--- src/rtl/ls_agu_pkg.sv ---
package ls_agu_pkg;
  typedef enum logic [1:0] {MODE_OFFSET = 2'd0, MODE_PRE = 2'd1, MODE_POST = 2'd2, MODE_RSVD = 2'd3} idxMode_e;
  typedef enum logic [1:0] {OFF_IMM = 2'd0, OFF_REG = 2'd1, OFF_SCALED = 2'd2, OFF_RSVD = 2'd3} offKind_e;
  typedef enum logic [1:0] {SZ_WORD = 2'd0, SZ_UBYTE = 2'd1, SZ_HALF = 2'd2, SZ_SBYTE = 2'd3} accSize_e;
  typedef enum logic [1:0] {SH_LSL = 2'd0, SH_LSR = 2'd1, SH_ASR = 2'd2, SH_ROR = 2'd3} shType_e;

  // strobes from control to datapath
  typedef struct packed {
    logic capture;
    logic useReg;
    logic useShift;
    logic narrowImm;
    logic addrFromSum;
    logic wbReq;
    logic illegal;
  } ctrlStrobe_t;
endpackage

--- src/rtl/ls_agu_ctrl.sv ---
module ls_agu_ctrl
  import ls_agu_pkg::*;
#(
  parameter int REG_IDX_W = 4,
  parameter int PC_IDX    = 15
) (
  input  logic                 clk,
  input  logic                 rstN,
  input  logic                 start,
  input  logic [1:0]           offKind,
  input  logic [1:0]           idxMode,
  input  logic [1:0]           accSize,
  input  logic [REG_IDX_W-1:0] offRegIdx,
  output ctrlStrobe_t          st,
  output logic                 done
);
  localparam logic [REG_IDX_W-1:0] PC_CODE = REG_IDX_W'(PC_IDX);

  logic narrowSize;
  logic usesReg;
  logic badEnc;

  always_comb begin
    narrowSize = (accSize == SZ_HALF) || (accSize == SZ_SBYTE);
    usesReg    = (offKind == OFF_REG) || (offKind == OFF_SCALED);
    badEnc     = (offKind == OFF_RSVD) || (idxMode == MODE_RSVD)
              || ((offKind == OFF_SCALED) && narrowSize)
              || (usesReg && (offRegIdx == PC_CODE));

    st.capture     = start;
    st.useReg      = usesReg;
    st.useShift    = (offKind == OFF_SCALED);
    st.narrowImm   = narrowSize;
    st.addrFromSum = (idxMode != MODE_POST);
    st.wbReq       = ((idxMode == MODE_PRE) || (idxMode == MODE_POST)) && !badEnc;
    st.illegal     = badEnc;
  end

  always_ff @(posedge clk) begin
    if (!rstN) done <= 1'b0;
    else       done <= start;
  end
endmodule

--- src/rtl/ls_agu_dp.sv ---
module ls_agu_dp
  import ls_agu_pkg::*;
#(
  parameter int ADDR_W       = 32,
  parameter int IMM_W        = 12,
  parameter int IMM_NARROW_W = 8,
  parameter int SH_W         = $clog2(ADDR_W)
) (
  input  logic              clk,
  input  logic              rstN,
  input  ctrlStrobe_t       st,
  input  logic [ADDR_W-1:0] baseVal,
  input  logic [ADDR_W-1:0] offReg,
  input  logic [IMM_W-1:0]  immVal,
  input  logic [1:0]        shiftType,
  input  logic [SH_W-1:0]   shiftAmt,
  input  logic              subtract,
  output logic [ADDR_W-1:0] effAddr,
  output logic              wbEn,
  output logic [ADDR_W-1:0] wbVal,
  output logic              illegal
);
  logic [ADDR_W-1:0]   immExt;
  logic [ADDR_W-1:0]   shifted;
  logic [2*ADDR_W-1:0] rotPair;
  logic [ADDR_W-1:0]   offVal;
  logic [ADDR_W-1:0]   sum;

  always_comb begin
    immExt  = st.narrowImm ? ADDR_W'(immVal[IMM_NARROW_W-1:0]) : ADDR_W'(immVal);
    rotPair = {offReg, offReg} >> shiftAmt;
    unique case (shType_e'(shiftType))
      SH_LSL:  shifted = offReg << shiftAmt;
      SH_LSR:  shifted = offReg >> shiftAmt;
      SH_ASR:  shifted = ADDR_W'($signed(offReg) >>> shiftAmt);
      default: shifted = rotPair[ADDR_W-1:0];
    endcase
    if (!st.useReg)      offVal = immExt;
    else if (st.useShift) offVal = shifted;
    else                 offVal = offReg;
    sum = subtract ? (baseVal - offVal) : (baseVal + offVal);
  end

  always_ff @(posedge clk) begin
    if (!rstN) begin
      effAddr <= '0;
      wbEn    <= 1'b0;
      wbVal   <= '0;
      illegal <= 1'b0;
    end else if (st.capture) begin
      if (st.illegal) begin
        effAddr <= '0;
        wbEn    <= 1'b0;
        wbVal   <= '0;
        illegal <= 1'b1;
      end else begin
        effAddr <= st.addrFromSum ? sum : baseVal;
        wbEn    <= st.wbReq;
        wbVal   <= st.wbReq ? sum : '0;
        illegal <= 1'b0;
      end
    end
  end

  // results hold while no request is taken
  p_hold_r9: assert property (@(posedge clk) disable iff (!rstN)
    !st.capture |=> ($stable(effAddr) && $stable(wbVal) && $stable(wbEn)));
  // an illegal flag never travels with a writeback
  p_illegal_quiet_r8: assert property (@(posedge clk) disable iff (!rstN)
    illegal |-> (!wbEn && effAddr == '0 && wbVal == '0));
endmodule

--- src/rtl/ls_agu_top.sv ---
module ls_agu_top
  import ls_agu_pkg::*;
#(
  parameter int ADDR_W       = 32,
  parameter int IMM_W        = 12,
  parameter int IMM_NARROW_W = 8,
  parameter int REG_IDX_W    = 4,
  parameter int PC_IDX       = 15,
  localparam int SH_W        = $clog2(ADDR_W)
) (
  input  logic                 clk,
  input  logic                 rstN,
  input  logic                 start,
  input  logic [ADDR_W-1:0]    baseVal,
  input  logic [ADDR_W-1:0]    offReg,
  input  logic [REG_IDX_W-1:0] offRegIdx,
  input  logic [IMM_W-1:0]     immVal,
  input  logic [1:0]           offKind,
  input  logic [1:0]           shiftType,
  input  logic [SH_W-1:0]      shiftAmt,
  input  logic                 subtract,
  input  logic [1:0]           idxMode,
  input  logic [1:0]           accSize,
  output logic [ADDR_W-1:0]    effAddr,
  output logic                 wbEn,
  output logic [ADDR_W-1:0]    wbVal,
  output logic                 illegal,
  output logic                 done
);
  ctrlStrobe_t st;

  ls_agu_ctrl #(.REG_IDX_W(REG_IDX_W), .PC_IDX(PC_IDX)) ctrl_i (
    .clk(clk), .rstN(rstN), .start(start), .offKind(offKind), .idxMode(idxMode),
    .accSize(accSize), .offRegIdx(offRegIdx), .st(st), .done(done)
  );

  ls_agu_dp #(.ADDR_W(ADDR_W), .IMM_W(IMM_W), .IMM_NARROW_W(IMM_NARROW_W), .SH_W(SH_W)) dp_i (
    .clk(clk), .rstN(rstN), .st(st), .baseVal(baseVal), .offReg(offReg), .immVal(immVal),
    .shiftType(shiftType), .shiftAmt(shiftAmt), .subtract(subtract),
    .effAddr(effAddr), .wbEn(wbEn), .wbVal(wbVal), .illegal(illegal)
  );

  p_done_follows_r9: assert property (@(posedge clk) disable iff (!rstN)
    start |=> done);
  p_done_single_r9: assert property (@(posedge clk) disable iff (!rstN)
    !start |=> !done);
  p_offset_no_wb_r1: assert property (@(posedge clk) disable iff (!rstN)
    (start && idxMode == MODE_OFFSET) |=> !wbEn);
  p_pre_same_r2: assert property (@(posedge clk) disable iff (!rstN)
    (start && idxMode == MODE_PRE) |=> (illegal || (wbEn && wbVal == effAddr)));
  p_post_base_r3: assert property (@(posedge clk) disable iff (!rstN)
    (start && idxMode == MODE_POST) |=> (illegal || effAddr == $past(baseVal)));
  p_reserved_mode_r8: assert property (@(posedge clk) disable iff (!rstN)
    (start && idxMode == MODE_RSVD) |=> illegal);
endmodule

--- config.mk ---
export PLATFORM = sky130hd
export DESIGN_NAME = ls_agu_top
export DESIGN_NICKNAME = d
export VERILOG_FILES = /design/src/rtl/ls_agu_pkg.sv /design/src/rtl/ls_agu_ctrl.sv /design/src/rtl/ls_agu_dp.sv /design/src/rtl/ls_agu_top.sv
export SDC_FILE = /design/constraint.sdc
export NUM_CORES = 1
export LEC_CHECK = 0
export BUFFER_PORTS_ARGS = -buffer_cell sky130_fd_sc_hd__buf_2
export CORE_ASPECT_RATIO = 1.1
export CORE_MARGIN = 3
export CORE_UTILIZATION = 40
export DETAILED_ROUTE_END_ITERATION = 12
export PLACE_DENSITY = 0.68
export SLEW_MARGIN = 20
export SYNTH_ARGS = -nofsm -noshare
export SYNTH_HDL_FRONTEND = slang
export SYNTH_SLANG_ARGS = --single-unit
--- constraint.sdc ---
create_clock -name clk -period 6.7 [get_ports clk]
set_input_delay 1.34 -clock clk [delete_from_list [all_inputs] [get_ports clk]]
set_output_delay 1.34 -clock clk [all_outputs]
set_load 0.02 [all_outputs]
==> metrics.md <==
| Metric | Value |
|---|---|
| Core Box Area | 0.0265 mm² |
| Vias per cell | 6.35 |
| Post-synthesis mux area share | 22.1% |
| Worst Max-Slew Pin Slew | 0.909 ns |
| Register area | 0.00134 mm² |
| Worst path slowest cell | mux4_2 |
| Synth Area in XOR/XNOR | 4.66% |
| Initial antenna violation count | 1 |
| M1 GR Usage | 47.2% |
| Initial Utilization | 41.1% |
| Worst VDD drop | 0.200 mV |
| DRT Pass-1 Iters | 6 |
| Synth Area in Simple Gates | 19.5% |
| Total routed wirelength | 61400 µm |
| CTS Buffer Depth | 2 |
| Vias in the first global route | 14100 |
| Run status | complete, no violations |
| Crit Path Max Fanout | 10 |
| I/O Pins | 164 |
| Worst-Skew Late Latency | 0.34 ns |
| Total power | 2680 µW |
| Global route overflow | 0 |
| Post-route ant nets | 0 |
| WP data required | 6.91 ns |
| Async SR Flop Fraction | 0% |
| Met3 Usage GRT | 5.59% |
| Unique masters post-synth | 95 |
| Post-synth EDFFs | 0 |
| DP HPWL | 50300 µm |
| Clk slew on worst S/H paths | 0.05 ns |
| Crit path top cell by count | buf_4 |
| Register area share after synthesis | 12.3% |
| Tmin final | 6.48 ns |
| Syn_nets | 1557 |
| Mean Syn Cell Area | 7.64 µm² |
| Kind of critical path | in2reg |
| Busiest grt layer | met2 |
| # DRC | 0 |
| First-pass GRT wire length | 87700 µm |
| Crit. End Element | register |
| Synth Instances | 1423 |
| Crit path buf inv count | 5 |
| WL/cell | 26.5 µm |
| Crit path DAT | 6.69 ns |
| Commonest cells after routing, fill and taps aside | buf_4 (481), buf_2 (160), nand2_1 (139) |
| Most common cell after layout, fill and taps aside | buf_4 |
| Die height | 179 µm |
| Final hold vios | 0 |
| F_max | 154 MHz |
| Buffers on Ports | 162 |
| Power Dens Cells | 167 mW/mm² |
| Yosys reg bits | 67 |
| Worst hold path class | reg2reg |
| Setup crit start kind | primary input |
| DR iter-0 viols | 1414 |
| Final setup viols | 0 |
| Final Slew Violations | 0 |
| Die area | 0.0292 mm² |
| Layout cell share with drive strength beyond 1 | 41.8% |
| Multi-input gate area | 0.00901 mm² |
| Combinational family with the most area after synthesis | compound AO/OA/AOI/OAI gates |
| Slew margin rel. | 38.6% |
| Diodes inserted | 0 |
| Yosys warnings | 0 |
| Post-place setup slack | -0.770 ns |
| Largest delay share family, worst path | compound AO/OA/AOI/OAI gates |
| Root Buffer | clkbuf_16 |
| TritonCTS Buffers | 9 |
| Row count | 62 |
| Setup ws final | 0.220 ns |
| TritonCTS Sinks | 67 |
| Area Growth Syn to Fin | 47.0% |
| Max Cap Violations | 0 |
| Leakage | 0.00721 µW |
| Prevailing post-synth register cell | dfxtp_1 |
| Synth Area in Compound Gates | 30.5% |
| Placer congestion estimate | 1.12 |
| Nets | 2094 |
| Die width | 163 µm |
| Post-CTS Hold Buffers | 0 |
| Fin crit share | 96.7% |
| CP peak stage delay | 0.62 ns |
| Grt met2 use | 68.1% |
| H-Tree Depth | 3 |
| Largest net degree at the start of global routing | 66 |
| Number of fillers in the final layout | 2363 |
| CTS tree | done |
| Synth Area in Adders | 4.33% |
| Vias | 14700 |
| Clock skew | 0 ns |
| Synth Cell Area | 0.0109 mm² |
| All-Layer GR Usage | 40.3% |
[registers in the layout, indices dropped and copies added, names as in the netlist]
signal / flops
dp_i.wbVal: 32
ctrl_i.done: 1
dp_i.wbEn: 1
dp_i.effAddr: 32
dp_i.illegal: 1
[power breakdown]
part           switching [µW]  internal (µW)
sequential               16.8            432
clock                     180            299
combinational             946            803
[through the flow]
step	util (%)	setup TNS (ns)	hold WS [ns]	instances	cell area, µm²
6_report	60.4	0	0.445	2317	16000
5_1_grt	60.4	-0.124	0.460	2317	16000
4_1_cts	59.5	0	0.450	2310	15700
3_5_place_dp	58.0	-11.09	0.437	2292	15300
3_3_place_gp	58.0	-8.80	0.428	2292	15300
2_1_floorplan	-	0	0.521	1423	10900
[cell families after synthesis]
logic type               after synthesis
adder cells (fa/ha/maj)               37
buffers and inverters                159
multiplexers                         178
AO/OA/AOI/OAI                        481
flip-flops                            67
AND/OR/NAND/NOR                      444
XOR/XNOR                              57
[path summary, 6_finish.rpt]
path / startpoint / endpoint / slack, ns / depth (start not counted)
worst min-delay path: dp_i.wbEn$_SDFFE_PN0P_ / dp_i.wbEn$_SDFFE_PN0P_ / 0.44 / 2
worst min register to register: dp_i.wbEn$_SDFFE_PN0P_ / dp_i.wbEn$_SDFFE_PN0P_ / 0.44 / 2
worst max register to register: dp_i.effAddr[31]$_SDFFE_PN0P_ / dp_i.effAddr[31]$_SDFFE_PN0P_ / 6.02 / 2
worst max-delay path: shiftAmt[0] / dp_i.effAddr[31]$_SDFFE_PN0P_ / 0.22 / 27
[layer usage]
layer	vias to the layer above	share of wire [%]	wire length, µm
li1	6526	-	-
met1	6942	37	22500
met2	984	46	28200
met3	253	8.6	5270
met4	2	8.7	5360
met5	-	0.023	14
[cells in the mapped netlist (7+ instances only)]
master,instances,share of area (%)
a2111oi_0,8,0.64
a211oi_1,19,1.3
a21o_1,12,0.83
a21oi_1,87,4.0
a221o_1,7,0.64
a221oi_1,10,0.81
a22o_1,27,2.2
a22oi_1,12,0.83
a31oi_1,17,0.98
a32oi_1,8,0.64
and2_1,10,0.58
and3_1,10,0.58
buf_1,15,0.52
buf_2,22,1.0
clkbuf_1,86,3.0
dfxtp_1,67,12
ha_1,36,4.1
inv_1,23,0.79
mux2_2,40,4.1
mux2i_1,88,8.1
mux4_2,42,8.7
nand2_1,139,4.8
nand2b_1,23,1.3
nand3_1,25,1.2
nand4_1,8,0.46
nor2_1,120,4.1
nor2b_1,18,1.0
nor3_1,44,2.0
nor4_1,7,0.40
o2111ai_1,7,0.56
o211ai_1,18,1.2
o21a_1,10,0.69
o21ai_0,100,4.6
o221ai_1,9,0.73
o22ai_1,39,2.2
o311ai_0,8,0.64
o31ai_1,13,0.90
or2_2,10,0.58
or3_1,11,0.63
xnor2_1,29,2.3
xor2_1,27,2.2
[final cells by class]
type | instances | area share [%]
Multi-Input combinational cell | 1197 | 56.4
Timing Repair Buffer | 661 | 29.9
Sequential cell | 67 | 8.40
Tap cell | 352 | 2.76
Clock buffer | 10 | 1.50
Inverter | 24 | 0.587
Clock inverter | 6 | 0.392
[worst min-delay path, cell delays in order, from the launching register on]
cell     delay, ns
dfxtp_1       0.30
nand2_1       0.05
nand2_1       0.04
[repair_timing]
action,CTS,global route
gates cloned,0,1
setup endpoints to repair,19,21
pin swaps,7,17
resized for setup,16,41
setup buffers,2,6
Note: power is estimated with default switching activity, not from simulation.
